[src/rtl/rws_pkg.sv]
package rws_pkg;

  localparam int ADDR_W_DEF = 16;
  localparam int DATA_W_DEF = 32;

  // Half-open window test: base <= addr < base + size, done in 33 bits so a
  // window touching the top of the space does not wrap.
  function automatic logic win_hit(input logic [31:0] addr,
                                   input int          base,
                                   input int          size);
    logic [32:0] a;
    logic [32:0] lo;
    logic [32:0] hi;
    a  = {1'b0, addr};
    lo = 33'(base);
    hi = 33'(base) + 33'(size);
    return (a >= lo) && (a < hi);
  endfunction

  // True when two non-empty windows share at least one address.
  function automatic logic win_overlap(input int b0, input int s0,
                                       input int b1, input int s1);
    return (s0 > 0) && (s1 > 0) && (b0 < b1 + s1) && (b1 < b0 + s0);
  endfunction

endpackage

[src/rtl/rws_window_port.sv]
module rws_window_port
  import rws_pkg::*;
#(
  parameter int ADDR_W = ADDR_W_DEF,
  parameter int DATA_W = DATA_W_DEF,
  parameter int BASE   = 0,
  parameter int SIZE   = 4
) (
  input  logic [ADDR_W-1:0] up_addr,
  input  logic [DATA_W-1:0] up_wdata,
  input  logic              up_rd,
  input  logic              up_wr,
  output logic [ADDR_W-1:0] dn_addr,
  output logic [DATA_W-1:0] dn_wdata,
  output logic              dn_rd,
  output logic              dn_wr
);

  localparam logic [ADDR_W-1:0] BASE_A = ADDR_W'(BASE);

  logic hit;

  always_comb begin
    hit      = win_hit(32'(up_addr), BASE, SIZE);
    // offset inside the window; wraps modulo 2^ADDR_W when below base
    dn_addr  = up_addr - BASE_A;
    dn_wdata = up_wdata;
    dn_rd    = up_rd & hit;
    dn_wr    = up_wr & hit;
  end

endmodule

[src/rtl/rws_resp_merge.sv]
module rws_resp_merge #(
  parameter int NUM_WIN = 3,
  parameter int DATA_W  = 32
) (
  input  logic [NUM_WIN*DATA_W-1:0] dn_rdata,
  input  logic [NUM_WIN-1:0]        dn_rvalid,
  input  logic [NUM_WIN-1:0]        dn_ready,
  output logic [DATA_W-1:0]         up_rdata,
  output logic                      up_rvalid,
  output logic                      up_ready
);

  logic [DATA_W-1:0] acc;

  always_comb begin
    acc = '0;
    for (int i = 0; i < NUM_WIN; i++) begin
      acc = acc | dn_rdata[i*DATA_W +: DATA_W];
    end
    up_rdata  = acc;
    up_rvalid = |dn_rvalid;
    up_ready  = &dn_ready;
  end

endmodule

[src/rtl/reg_window_split.sv]
module reg_window_split
  import rws_pkg::*;
#(
  parameter int NUM_WIN            = 3,
  parameter int ADDR_W             = ADDR_W_DEF,
  parameter int DATA_W             = DATA_W_DEF,
  parameter int WIN_BASE [NUM_WIN] = '{32'h0000, 32'h0004, 32'h0100},
  parameter int WIN_SIZE [NUM_WIN] = '{32'h0004, 32'h0010, 32'h0040}
) (
  input  logic [ADDR_W-1:0]         up_addr,
  input  logic [DATA_W-1:0]         up_wdata,
  input  logic                      up_rd,
  input  logic                      up_wr,
  output logic [DATA_W-1:0]         up_rdata,
  output logic                      up_rvalid,
  output logic                      up_ready,
  output logic [NUM_WIN*ADDR_W-1:0] dn_addr,
  output logic [NUM_WIN*DATA_W-1:0] dn_wdata,
  output logic [NUM_WIN-1:0]        dn_rd,
  output logic [NUM_WIN-1:0]        dn_wr,
  input  logic [NUM_WIN*DATA_W-1:0] dn_rdata,
  input  logic [NUM_WIN-1:0]        dn_rvalid,
  input  logic [NUM_WIN-1:0]        dn_ready
);

  for (genvar g = 0; g < NUM_WIN; g++) begin : g_win
    rws_window_port #(
      .ADDR_W (ADDR_W),
      .DATA_W (DATA_W),
      .BASE   (WIN_BASE[g]),
      .SIZE   (WIN_SIZE[g])
    ) u_port (
      .up_addr  (up_addr),
      .up_wdata (up_wdata),
      .up_rd    (up_rd),
      .up_wr    (up_wr),
      .dn_addr  (dn_addr[g*ADDR_W +: ADDR_W]),
      .dn_wdata (dn_wdata[g*DATA_W +: DATA_W]),
      .dn_rd    (dn_rd[g]),
      .dn_wr    (dn_wr[g])
    );
  end

  rws_resp_merge #(
    .NUM_WIN (NUM_WIN),
    .DATA_W  (DATA_W)
  ) u_merge (
    .dn_rdata  (dn_rdata),
    .dn_rvalid (dn_rvalid),
    .dn_ready  (dn_ready),
    .up_rdata  (up_rdata),
    .up_rvalid (up_rvalid),
    .up_ready  (up_ready)
  );

endmodule

[config.mk]
export PLATFORM = sky130hd
export DESIGN_NAME = reg_window_split
export DESIGN_NICKNAME = d
export VERILOG_FILES = /design/src/rtl/rws_pkg.sv /design/src/rtl/rws_window_port.sv /design/src/rtl/rws_resp_merge.sv /design/src/rtl/reg_window_split.sv
export SDC_FILE = /design/constraint.sdc
export NUM_CORES = 1
export LEC_CHECK = 0
export BUFFER_PORTS_ARGS = -buffer_cell sky130_fd_sc_hd__buf_2
export CORE_AREA = 2 2 130 132
export DETAILED_ROUTE_END_ITERATION = 10
export DIE_AREA = 0 0 132 134
export SYNTH_ARGS = -nofsm -noshare
export SYNTH_HDL_FRONTEND = slang
export SYNTH_SLANG_ARGS = --single-unit
[constraint.sdc]
create_clock -name vclk -period 1.9
set_input_delay 0.095 -clock vclk [all_inputs]
set_output_delay 0.095 -clock vclk [all_outputs]
set_load 0.1 [all_outputs]
==> impl_summary.log, run 1 <==
[metrics] outcome: complete, no violations
[metrics] post-layout instance area: 2790 um^2
[metrics] Layout Utilization: 17.1%
[metrics] largest net degree at the start of global routing: 10
[metrics] library cell with the largest summed area after synthesis: buf_4
[metrics] nets@finish: 498
[metrics] number of remaining DRC errors: 0
[metrics] hold violation count in the final report: 0
[metrics] Worst Hold Depth: 0
[metrics] number of warnings issued by yosys: 0
[metrics] most frequent cell after synthesis: buf_4
[metrics] class of the most critical hold timing path: input port to primary output
[metrics] number of rows created at floorplan: 47
[metrics] maximum capacitance violations: 0
[metrics] Worst Setup End Kind: primary output
[metrics] number of filler instances in the final layout: 1843
[metrics] CTS Hold Buffers Added: 0
[metrics] synthesized instance count: 248
[metrics] standard cell core area: 16300 um^2
[metrics] total negative slack for setup checks: 0 ns
[metrics] post-synthesis sequential area ratio: 0%
[metrics] Worst Min Path Start: up_wdata[10]
[metrics] final sequential cell count: 0
[metrics] Mapped Nets: 405
[metrics] internal cell power: 0.286 mW
[metrics] net switching share of the total power: 75.3%
[metrics] worst slew margin relative to its limit: 63.7%
[metrics] worst endpoint required time: 1.80 ns
[metrics] area used by multi-input combinational logic: 1060 um^2
[metrics] total power: 1.16 mW
[metrics] sort of element at the start of the critical path: input port
[metrics] die width: 132 um
[metrics] number of setup violations in the final report: 0
[metrics] Critical Setup Path Class: input port to primary output
[metrics] final period utilization: 97.0%
[metrics] Final Max Slew Viols: 0
[metrics] buffers added on ports: 208
[metrics] initial core utilization: 11.0%
[metrics] wire length per cell after detailed routing: 14.3 um
[metrics] full die area: 17700 um^2
[metrics] antenna violation net count after detailed routing: 0
[metrics] via density per instance: 3.40
[metrics] top-level I/O count: 336
[metrics] maximum frequency from static timing analysis: 0.543 GHz
[metrics] Die H: 134 um
[metrics] ratio of total power to cell area: 415 nW/um^2
[metrics] Switching Power: 0.870 mW
[metrics] wire length after detailed routing: 8010 um
[metrics] maximum VDD drop: 0.186 mV
[metrics] proportion of power drawn by flip-flops and latches: 0%
[metrics] fin worst setup slack: 0.0570 ns
[metrics] final global-route overflow total: 0
[metrics] fin crit period: 1.84 ns
[metrics] Worst-Margin Slew: 0.542 ns
[metrics] number of antenna violations at the first check in global routing: 1
[metrics] largest cells by area after synthesis: buf_4, or3_1, xnor2_1
[metrics] Crit Path Max Fanout: 6
[metrics] static leakage: 1.25 nW
[metrics] first-pass GRT wire length: 10900 um
[metrics] proportion of layout cells with a drive suffix above 1: 76.4%
[metrics] Placer Congestion: 0.811
[metrics] GRT Overall Usage: 8.07%
[metrics] Synth top area share: 54.9%
[metrics] number of optimization iterations in the first detailed-route pass: 4
[metrics] total placed instance area: 2770 um^2
[metrics] commonest cells in the synthesized netlist: buf_4, or3_1, nand2_1
[metrics] clock network fraction of total power: 0%
[metrics] routed vias: 1902
[metrics] Mean Syn Cell Area: 7.22 um^2
[metrics] hold-critical path endpoint: dn_wdata[42]
[metrics] combinational cell fraction of total power: 100.0%
[metrics] launch point of the worst path: up_addr[3]
[metrics] combined area of all synthesized cells: 1790 um^2
[metrics] DR iter-0 viols: 49
[metrics] # clk buffers: 0
[metrics] detailed placer's ending HPWL: 7550 um
[metrics] setup slack at placement: 0.0447 ns
[metrics] number of global-route vias before repair: 1701
[metrics] RSZ-0062 raised after global routing: true
[metrics] FF+latch area: 0 um^2
[metrics] critical path arrival: 1.75 ns
[metrics] synthesis-to-finish area growth: 55.6%
[metrics] Yosys cell types: 36
layout by cell type (no fill, tap or decap), types with 3 or more instances in the layout:
master,n
inv_1,6
or3_1,33
ha_4,3
nand2_1,7
buf_4,15
nand4_1,3
nand3_1,3
nor2_1,5
xnor2_2,4
nor3_1,4
buf_12,17
xnor2_4,4
buf_2,191
per-layer routing:
metal	GRT usage (%)	vias to the layer above	routed length [um]
met3	4.12	16	1300
met2	15.7	193	4160
met4	1.45	0	148
met5	0	-	0
met1	7.58	798	2400
li1	-	895	-
layout make-up:
type               instances  share of cell area [%]
diodes                     1                  0.0898
inverters                  8                    1.35
multi-input cells        108                    38.1
well taps                220                    9.88
repair buffers           223                    50.6
how the worst max path moves through the flow:
stage                       end  slack [ns]  cells after the start
detailed placement     dn_rd[0]        0.04                      7
global placement    dn_addr[30]        0.08                      7
finish                 dn_rd[0]        0.06                      7
global route           dn_wr[2]      -0.008                      7
floorplan           dn_addr[28]       -0.21                      5
CTS                    dn_rd[0]        0.04                      7
power by group through the flow:
stage	Sequential, mW	Combinational, mW	Clock, mW
after floorplan	0	1.82	0
after global placement	0	1.16	0
after detailed placement	0	1.16	0
after CTS	0	1.17	0
after global routing	0	1.20	0.0000000703
final	0	1.16	0.0000000704
per-stage QoR:
| stage | std cells | hold slack [ns] |
|---|---|---|
| 2_1_floorplan | 248 | 0.383 |
| 3_3_place_gp | 559 | 0.191 |
| 3_5_place_dp | 559 | 0.191 |
| 4_1_cts | 559 | 0.191 |
| 5_1_grt | 560 | 0.190 |
| 6_report | 560 | 0.190 |
critical path: stages:
cell       delay (ns)
buf_2            0.13
inv_1            0.10
ha_4             0.18
or3b_4           0.39
o21a_4           0.25
a2111oi_4        0.37
buf_12           0.22
cells by family after synthesis:
logic type / share of synthesized area (%)
buffers and inverters: 56.9
AND/OR/NAND/NOR: 27.2
AO/OA/AOI/OAI: 6.57
XOR/XNOR: 5.87
adder cells (fa/ha/maj): 3.49
timing repair:
item / 4_1_cts / 5_1_grt
resized for setup: 0 / 2
setup endpoints to repair: 0 / 3
buffers inserted: 0 / 0
Power figures use the tool's default switching activity.
==> run 2, diff against run 1 <==
- clock period: 1.9 -> 2.2 ns (I/O delays scaled with it)
==> run 2 against run 1 <==
  * Sequential share of layout area unchanged
  * Total power shrank 18%
  * Worst hold slack improved by 0.030 ns
  * Utilization is 1.6 points lower
  * Cell area decreased by 9.3%
  * Combinational power down 18%
  * Global-route usage rose by 0.18 points
  * Critical path depth stayed put
  * Critical endpoint unchanged
==> impl_summary.log, run 2 (synthesis gave the netlist of run 1 again) <==
[metrics] # clk buffers: 0 (unchanged)
[metrics] final period utilization: 89.4%
[metrics] internal cell power: 0.212 mW (-26%)
[metrics] wire length per cell after detailed routing: 14.5 um (+1.7%)
[metrics] Crit. path cell count: 7 (unchanged)
[metrics] DR iter-0 viols: 32 (-35%)
[metrics] fin crit period: 1.97 ns
[metrics] standard cell core area: 16300 um^2 (unchanged)
[metrics] die width: 132 um (unchanged)
[metrics] maximum VDD drop: 0.148 mV (-21%)
[metrics] maximum capacitance violations: 0 (unchanged)
[metrics] GRT Overall Usage: 8.26% (+0.18 points)
[metrics] post-layout instance count excluding filler cells: 552 (-1.4%)
[metrics] final sequential cell count: 0 (unchanged)
[metrics] most common library cell in the layout ignoring fill and taps: buf_2
[metrics] FF+latch area: 0 um^2 (unchanged)
[metrics] top-level I/O count: 336 (unchanged)
[metrics] maximum frequency from static timing analysis: 0.508 GHz
[metrics] Critical Setup Path Class: input port to primary output
[metrics] Critical Path Slowest Stage Cell: a2111oi_4
[metrics] number of rows created at floorplan: 47 (unchanged)
[metrics] static leakage: 1.18 nW (-5.5%)
[metrics] number of optimization iterations in the first detailed-route pass: 3 (-1)
[metrics] hold violation count in the final report: 0 (unchanged)
[metrics] critical path arrival: 1.86 ns (+0.11 ns)
[metrics] proportion of power drawn by flip-flops and latches: 0% (unchanged)
[metrics] Worst-Margin Slew: 0.539 ns (-0.00278 ns)
[metrics] setup slack at placement: -0.0836 ns (-0.128 ns)
[metrics] largest net degree at the start of global routing: 11 (+1)
[metrics] wire length after detailed routing: 8030 um (+0.29%)
[metrics] number of setup violations in the final report: 0 (unchanged)
[metrics] routed vias: 1851 (-2.7%)
[metrics] Die H: 134 um (unchanged)
[metrics] CP delay by family, top: compound AO/OA/AOI/OAI gates
[metrics] Worst Setup End Kind: primary output
[metrics] Final Max Slew Viols: 0 (unchanged)
[metrics] outcome: complete, no violations
[metrics] number of remaining DRC errors: 0 (unchanged)
[metrics] Crit Path Max Fanout: 7 (+1)
[metrics] RSZ-0062 raised after global routing: false
[metrics] worst slew margin relative to its limit: 64.3% (+0.60 points)
[metrics] Worst Min Path Start: up_wdata[10]
[metrics] worst hold slack after final layout: 0.220 ns (+0.0300 ns)
[metrics] sort of element at the start of the critical path: input port
[metrics] total placed instance area: 2520 um^2 (-9.0%)
[metrics] clock network fraction of total power: 0% (unchanged)
[metrics] nets@finish: 491 (-1.4%)
[metrics] ratio of total power to cell area: 374 nW/um^2 (-9.8%)
[metrics] final global-route overflow total: 0 (unchanged)
[metrics] number of global-route vias before repair: 1700 (-0.059%)
[metrics] Worst Hold Depth: 0 (unchanged)
[metrics] initial core utilization: 11.0% (unchanged)
[metrics] post-layout instance area: 2530 um^2 (-9.3%)
[metrics] antenna violation net count after detailed routing: 0 (unchanged)
[metrics] buffers added on ports: 208 (unchanged)
[metrics] Post-CTS Setup Inserts: 0 (unchanged)
[metrics] via density per instance: 3.35 (-1.3%)
[metrics] fin worst setup slack: 0.232 ns (+0.175 ns)
[metrics] Switching Power: 0.734 mW (-16%)
[metrics] number of antenna violations at the first check in global routing: 1 (unchanged)
[metrics] antenna diode count: 0 (-1)
[metrics] number of buffer and inverter stages on the critical path: 3 (unchanged)
[metrics] combinational cell fraction of total power: 100.0% (about the same)
[metrics] worst endpoint required time: 2.09 ns (+0.29 ns)
[metrics] Cell Count Post-Placement: 552 (-1.3%)
[metrics] net switching share of the total power: 77.6% (+2.3 points)
[metrics] hold-critical path endpoint: dn_wdata[74]
[metrics] full die area: 17700 um^2 (unchanged)
[metrics] proportion of layout cells with a drive suffix above 1: 71.7% (-4.7 points)
[metrics] CP Cell Sequence: buf_2 -> clkinvlp_4 -> ha_1 -> or3b_4 -> o21a_1 -> a2111oi_4 -> buf_12
[metrics] detailed placer's ending HPWL: 7460 um (-1.2%)
[metrics] total power: 0.946 mW (-18%)
[metrics] Worst path max stage delay: 0.43 ns (+0.04 ns)
[metrics] first-pass GRT wire length: 11100 um (+1.7%)
[metrics] Placer Congestion: 0.814 (+0.31%)
[metrics] class of the most critical hold timing path: input port to primary output
[metrics] synthesis-to-finish area growth: 41.1%
[metrics] commonest cells after routing, fill and taps aside: buf_2, or3_1, buf_12, nand2_1, buf_4
==> run 2: what timing repair did <==
action / in CTS / in global routing
resized for setup: 1 / 1
hold buffers: 0 / 0
setup endpoints to repair: 1 / 1
==> run 2: cell type report <==
cell class / instances / area, um^2
Multi-Input combinational cell: 108 / 902
Inverter: 8 / 37.5
Tap cell: 220 / 275
Timing Repair Buffer: 216 / 1310
Fill cell: 1882 / 13800
==> run 2: layer usage <==
metal | vias to the layer above | track usage (%) | part of all wire, %
met1 | 769 | 7.26 | 28
met2 | 185 | 16.8 | 55
met3 | 18 | 3.67 | 14
met4 | 2 | 2.29 | 3.2
li1 | 877 | - | -
met5 | - | 0 | 0.15
==> run 2: power by group through the flow <==
| stage | Sequential, mW | Clock (mW) | Combinational [mW] |
|---|---|---|---|
| floorplan | 0 | 0 | 1.55 |
| global placement | 0 | 0 | 0.950 |
| detailed placement | 0 | 0 | 0.953 |
| CTS | 0 | 0 | 0.955 |
| global route | 0 | 0 | 0.980 |
| finish | 0 | 0 | 0.946 |
==> run 2: stage by stage <==
| step | TNS (ns) | utilization, % |
|---|---|---|
| after floorplan | -0.667 | - |
| after global placement | -0.0524 | 15.5 |
| after detailed placement | -0.0836 | 15.5 |
| after CTS | 0 | 15.5 |
| after global routing | 0 | 15.5 |
| final | 0 | 15.5 |
==> run 2: worst max-delay path by stage <==
stage,end,slack (ns),start
after global placement,dn_wr[2],-0.05,up_addr[8]
after detailed placement,dn_wr[2],-0.08,up_addr[8]
after floorplan,dn_addr[30],-0.24,up_addr[2]
after CTS,dn_wr[2],0.04,up_addr[9]
after global routing,dn_rd[2],0.1,up_addr[8]
final,dn_rd[0],0.23,up_addr[2]
==> run 3, diff against run 2 <==
- CAP_MARGIN: default -> 20
- CELL_PAD_IN_SITES_DETAIL_PLACEMENT: default -> 0
- CELL_PAD_IN_SITES_GLOBAL_PLACEMENT: default -> 1
- PLACE_DENSITY_LB_ADDON: default -> 0.1
==> run 3 against run 2 <==
  * Utilization increased by 0.18 points
  * Cell area increased by 1.1%
  * Routed wire length decreased by 11%
  * Sequential share of layout area unchanged
  * Worst setup slack got worse by 0.030 ns
  * Largest power group unchanged
==> impl_summary.log, run 3 (synthesis gave the netlist of run 1 again) <==
[metrics] outcome: complete, no violations
[metrics] worst endpoint required time: 2.09 ns (about the same)
[metrics] Crit Path Max Fanout: 6 (-1)
[metrics] class of the most critical hold timing path: input port to primary output
[metrics] synthesis-to-finish area growth: 42.7%
[metrics] GRT Overall Usage: 7.22% (-1.0 points)
[metrics] FF+latch area: 0 um^2 (unchanged)
[metrics] net switching share of the total power: 77.3% (-0.27 points)
[metrics] buffers added on ports: 208 (unchanged)
[metrics] proportion of power drawn by flip-flops and latches: 0% (unchanged)
[metrics] maximum capacitance violations: 0 (unchanged)
[metrics] area used by multi-input combinational logic: 901 um^2 (-0.14%)
[metrics] wire length after detailed routing: 7110 um (-11%)
[metrics] sort of element at the start of the critical path: input port
[metrics] Post-CTS Setup Inserts: 0 (unchanged)
[metrics] largest net degree at the start of global routing: 11 (unchanged)
[metrics] internal cell power: 0.214 mW (+0.89%)
[metrics] RSZ-0062 raised after global routing: false
[metrics] critical path arrival: 1.89 ns (+0.03 ns)
[metrics] clock network fraction of total power: 0% (unchanged)
[metrics] maximum frequency from static timing analysis: 0.500 GHz (-1.5%)
[metrics] worst slew margin relative to its limit: 65.6% (+1.3 points)
[metrics] number of rows created at floorplan: 47 (unchanged)
[metrics] Die H: 134 um (unchanged)
[metrics] number of antenna violations at the first check in global routing: 0 (-1)
[metrics] cells resized by post-CTS repair: 0 (-1)
[metrics] final period utilization: 90.8% (+1.4 points)
[metrics] initial core utilization: 11.0% (unchanged)
[metrics] Worst Min Path Start: up_wdata[10]
[metrics] proportion of layout cells with a drive suffix above 1: 72.0% (+0.34 points)
[metrics] Final Max Slew Viols: 0 (unchanged)
[metrics] number of optimization iterations in the first detailed-route pass: 4 (+1)
[metrics] wire length per cell after detailed routing: 12.8 um (-12%)
[metrics] final sequential cell count: 0 (unchanged)
[metrics] commonest cells after routing, fill and taps aside: buf_2, or3_1, buf_12, buf_4, nand2_1
[metrics] nets@finish: 495 (+0.81%)
[metrics] antenna diode count: 0 (unchanged)
[metrics] Placer Congestion: 0.696 (-14%)
[metrics] Worst Hold Depth: 0 (unchanged)
[metrics] die width: 132 um (unchanged)
[metrics] hold-critical path endpoint: dn_wdata[74]
[metrics] DR iter-0 viols: 36 (+13%)
[metrics] first-pass GRT wire length: 10200 um (-8.1%)
[metrics] top-level I/O count: 336 (unchanged)
[metrics] maximum VDD drop: 0.109 mV (-26%)
[metrics] number of setup violations in the final report: 0 (unchanged)
[metrics] standard cell core area: 16300 um^2 (unchanged)
[metrics] detailed placer's ending HPWL: 6640 um (-11%)
[metrics] number of global-route vias before repair: 1782 (+4.8%)
[metrics] static leakage: 1.21 nW (+1.8%)
[metrics] number of filler instances in the final layout: 1889 (+0.37%)
[metrics] CTS Hold Buffers Added: 0 (unchanged)
[metrics] ratio of total power to cell area: 369 nW/um^2 (-1.4%)
[metrics] full die area: 17700 um^2 (unchanged)
[metrics] Worst Setup End Kind: primary output
[metrics] Worst-Margin Slew: 0.519 ns (-0.0200 ns)
[metrics] via density per instance: 3.27 (-2.5%)
[metrics] routed vias: 1817 (-1.8%)
[metrics] hold violation count in the final report: 0 (unchanged)
[metrics] most common library cell in the layout ignoring fill and taps: buf_2
[metrics] final global-route overflow total: 0 (unchanged)
[metrics] # clk buffers: 0 (unchanged)
[metrics] Critical Setup Path Class: input port to primary output
[metrics] worst hold slack after final layout: 0.220 ns (unchanged)
[metrics] number of remaining DRC errors: 0 (unchanged)
[metrics] antenna violation net count after detailed routing: 0 (unchanged)
[metrics] combinational cell fraction of total power: 100.0% (about the same)
[metrics] Layout Utilization: 15.7% (+0.18 points)
[metrics] Switching Power: 0.729 mW (-0.64%)
[metrics] fin crit period: 2.00 ns (+0.0302 ns)
[run 3: cell types whose count changed in the layout (fill, tap and decap cells not counted), sizes merged]
cell,delta
buf,+4
[run 3: stage by stage]
step                      total power, mW  area (um^2)  TNS (ns)  cells  worst slack (ns)
after global routing                0.982         2550         0    556            0.0520
after global placement              0.953         2550         0    556             0.155
final                               0.943         2550         0    556             0.202
after detailed placement            0.952         2550         0    556             0.151
after floorplan                      1.55         1920    -0.667    248            -0.244
after CTS                           0.953         2550         0    556             0.133
[run 3: worst max-delay path: stages]
cell	delay, ns
buf_2	0.15
inv_1	0.15
ha_1	0.19
nor3b_1	0.20
nand4_1	0.18
a2111oi_0	0.53
buf_4	0.21
buf_12	0.16
[run 3: how the worst max path moves through the flow]
stage               start          end  slack (ns)  cells past startpoint
3_5_place_dp   up_addr[9]     dn_rd[2]        0.15                      8
2_1_floorplan  up_addr[2]  dn_addr[30]       -0.24                      5
4_1_cts        up_addr[9]     dn_rd[2]        0.13                      8
5_1_grt        up_addr[9]     dn_wr[2]        0.05                      8
6_report       up_addr[9]     dn_wr[2]        0.20                      8
3_3_place_gp   up_addr[9]     dn_rd[2]        0.16                      8
[run 3: per-layer routing]
layer  track usage (%)  share of wire (%)  vias up
li1                  -                  -      883
met1              7.33                 32      764
met2              15.0                 56      163
met3              2.04                 11        7
met4             0.543               0.65        0
met5                 0                  0        -
[run 3: area by class of cell]
cell class / instances / share of cell area (%)
multi-input cells: 108 / 35.3
inverters: 8 / 1.47
well taps: 220 / 10.8
repair buffers: 220 / 52.5
[run 3: power by group through the flow]
stage,registers [mW],clock network [mW],logic (mW)
final,0,0,0.943
after global routing,0,0,0.982
after CTS,0,0,0.953
after detailed placement,0,0,0.952
after global placement,0,0,0.953
after floorplan,0,0,1.55
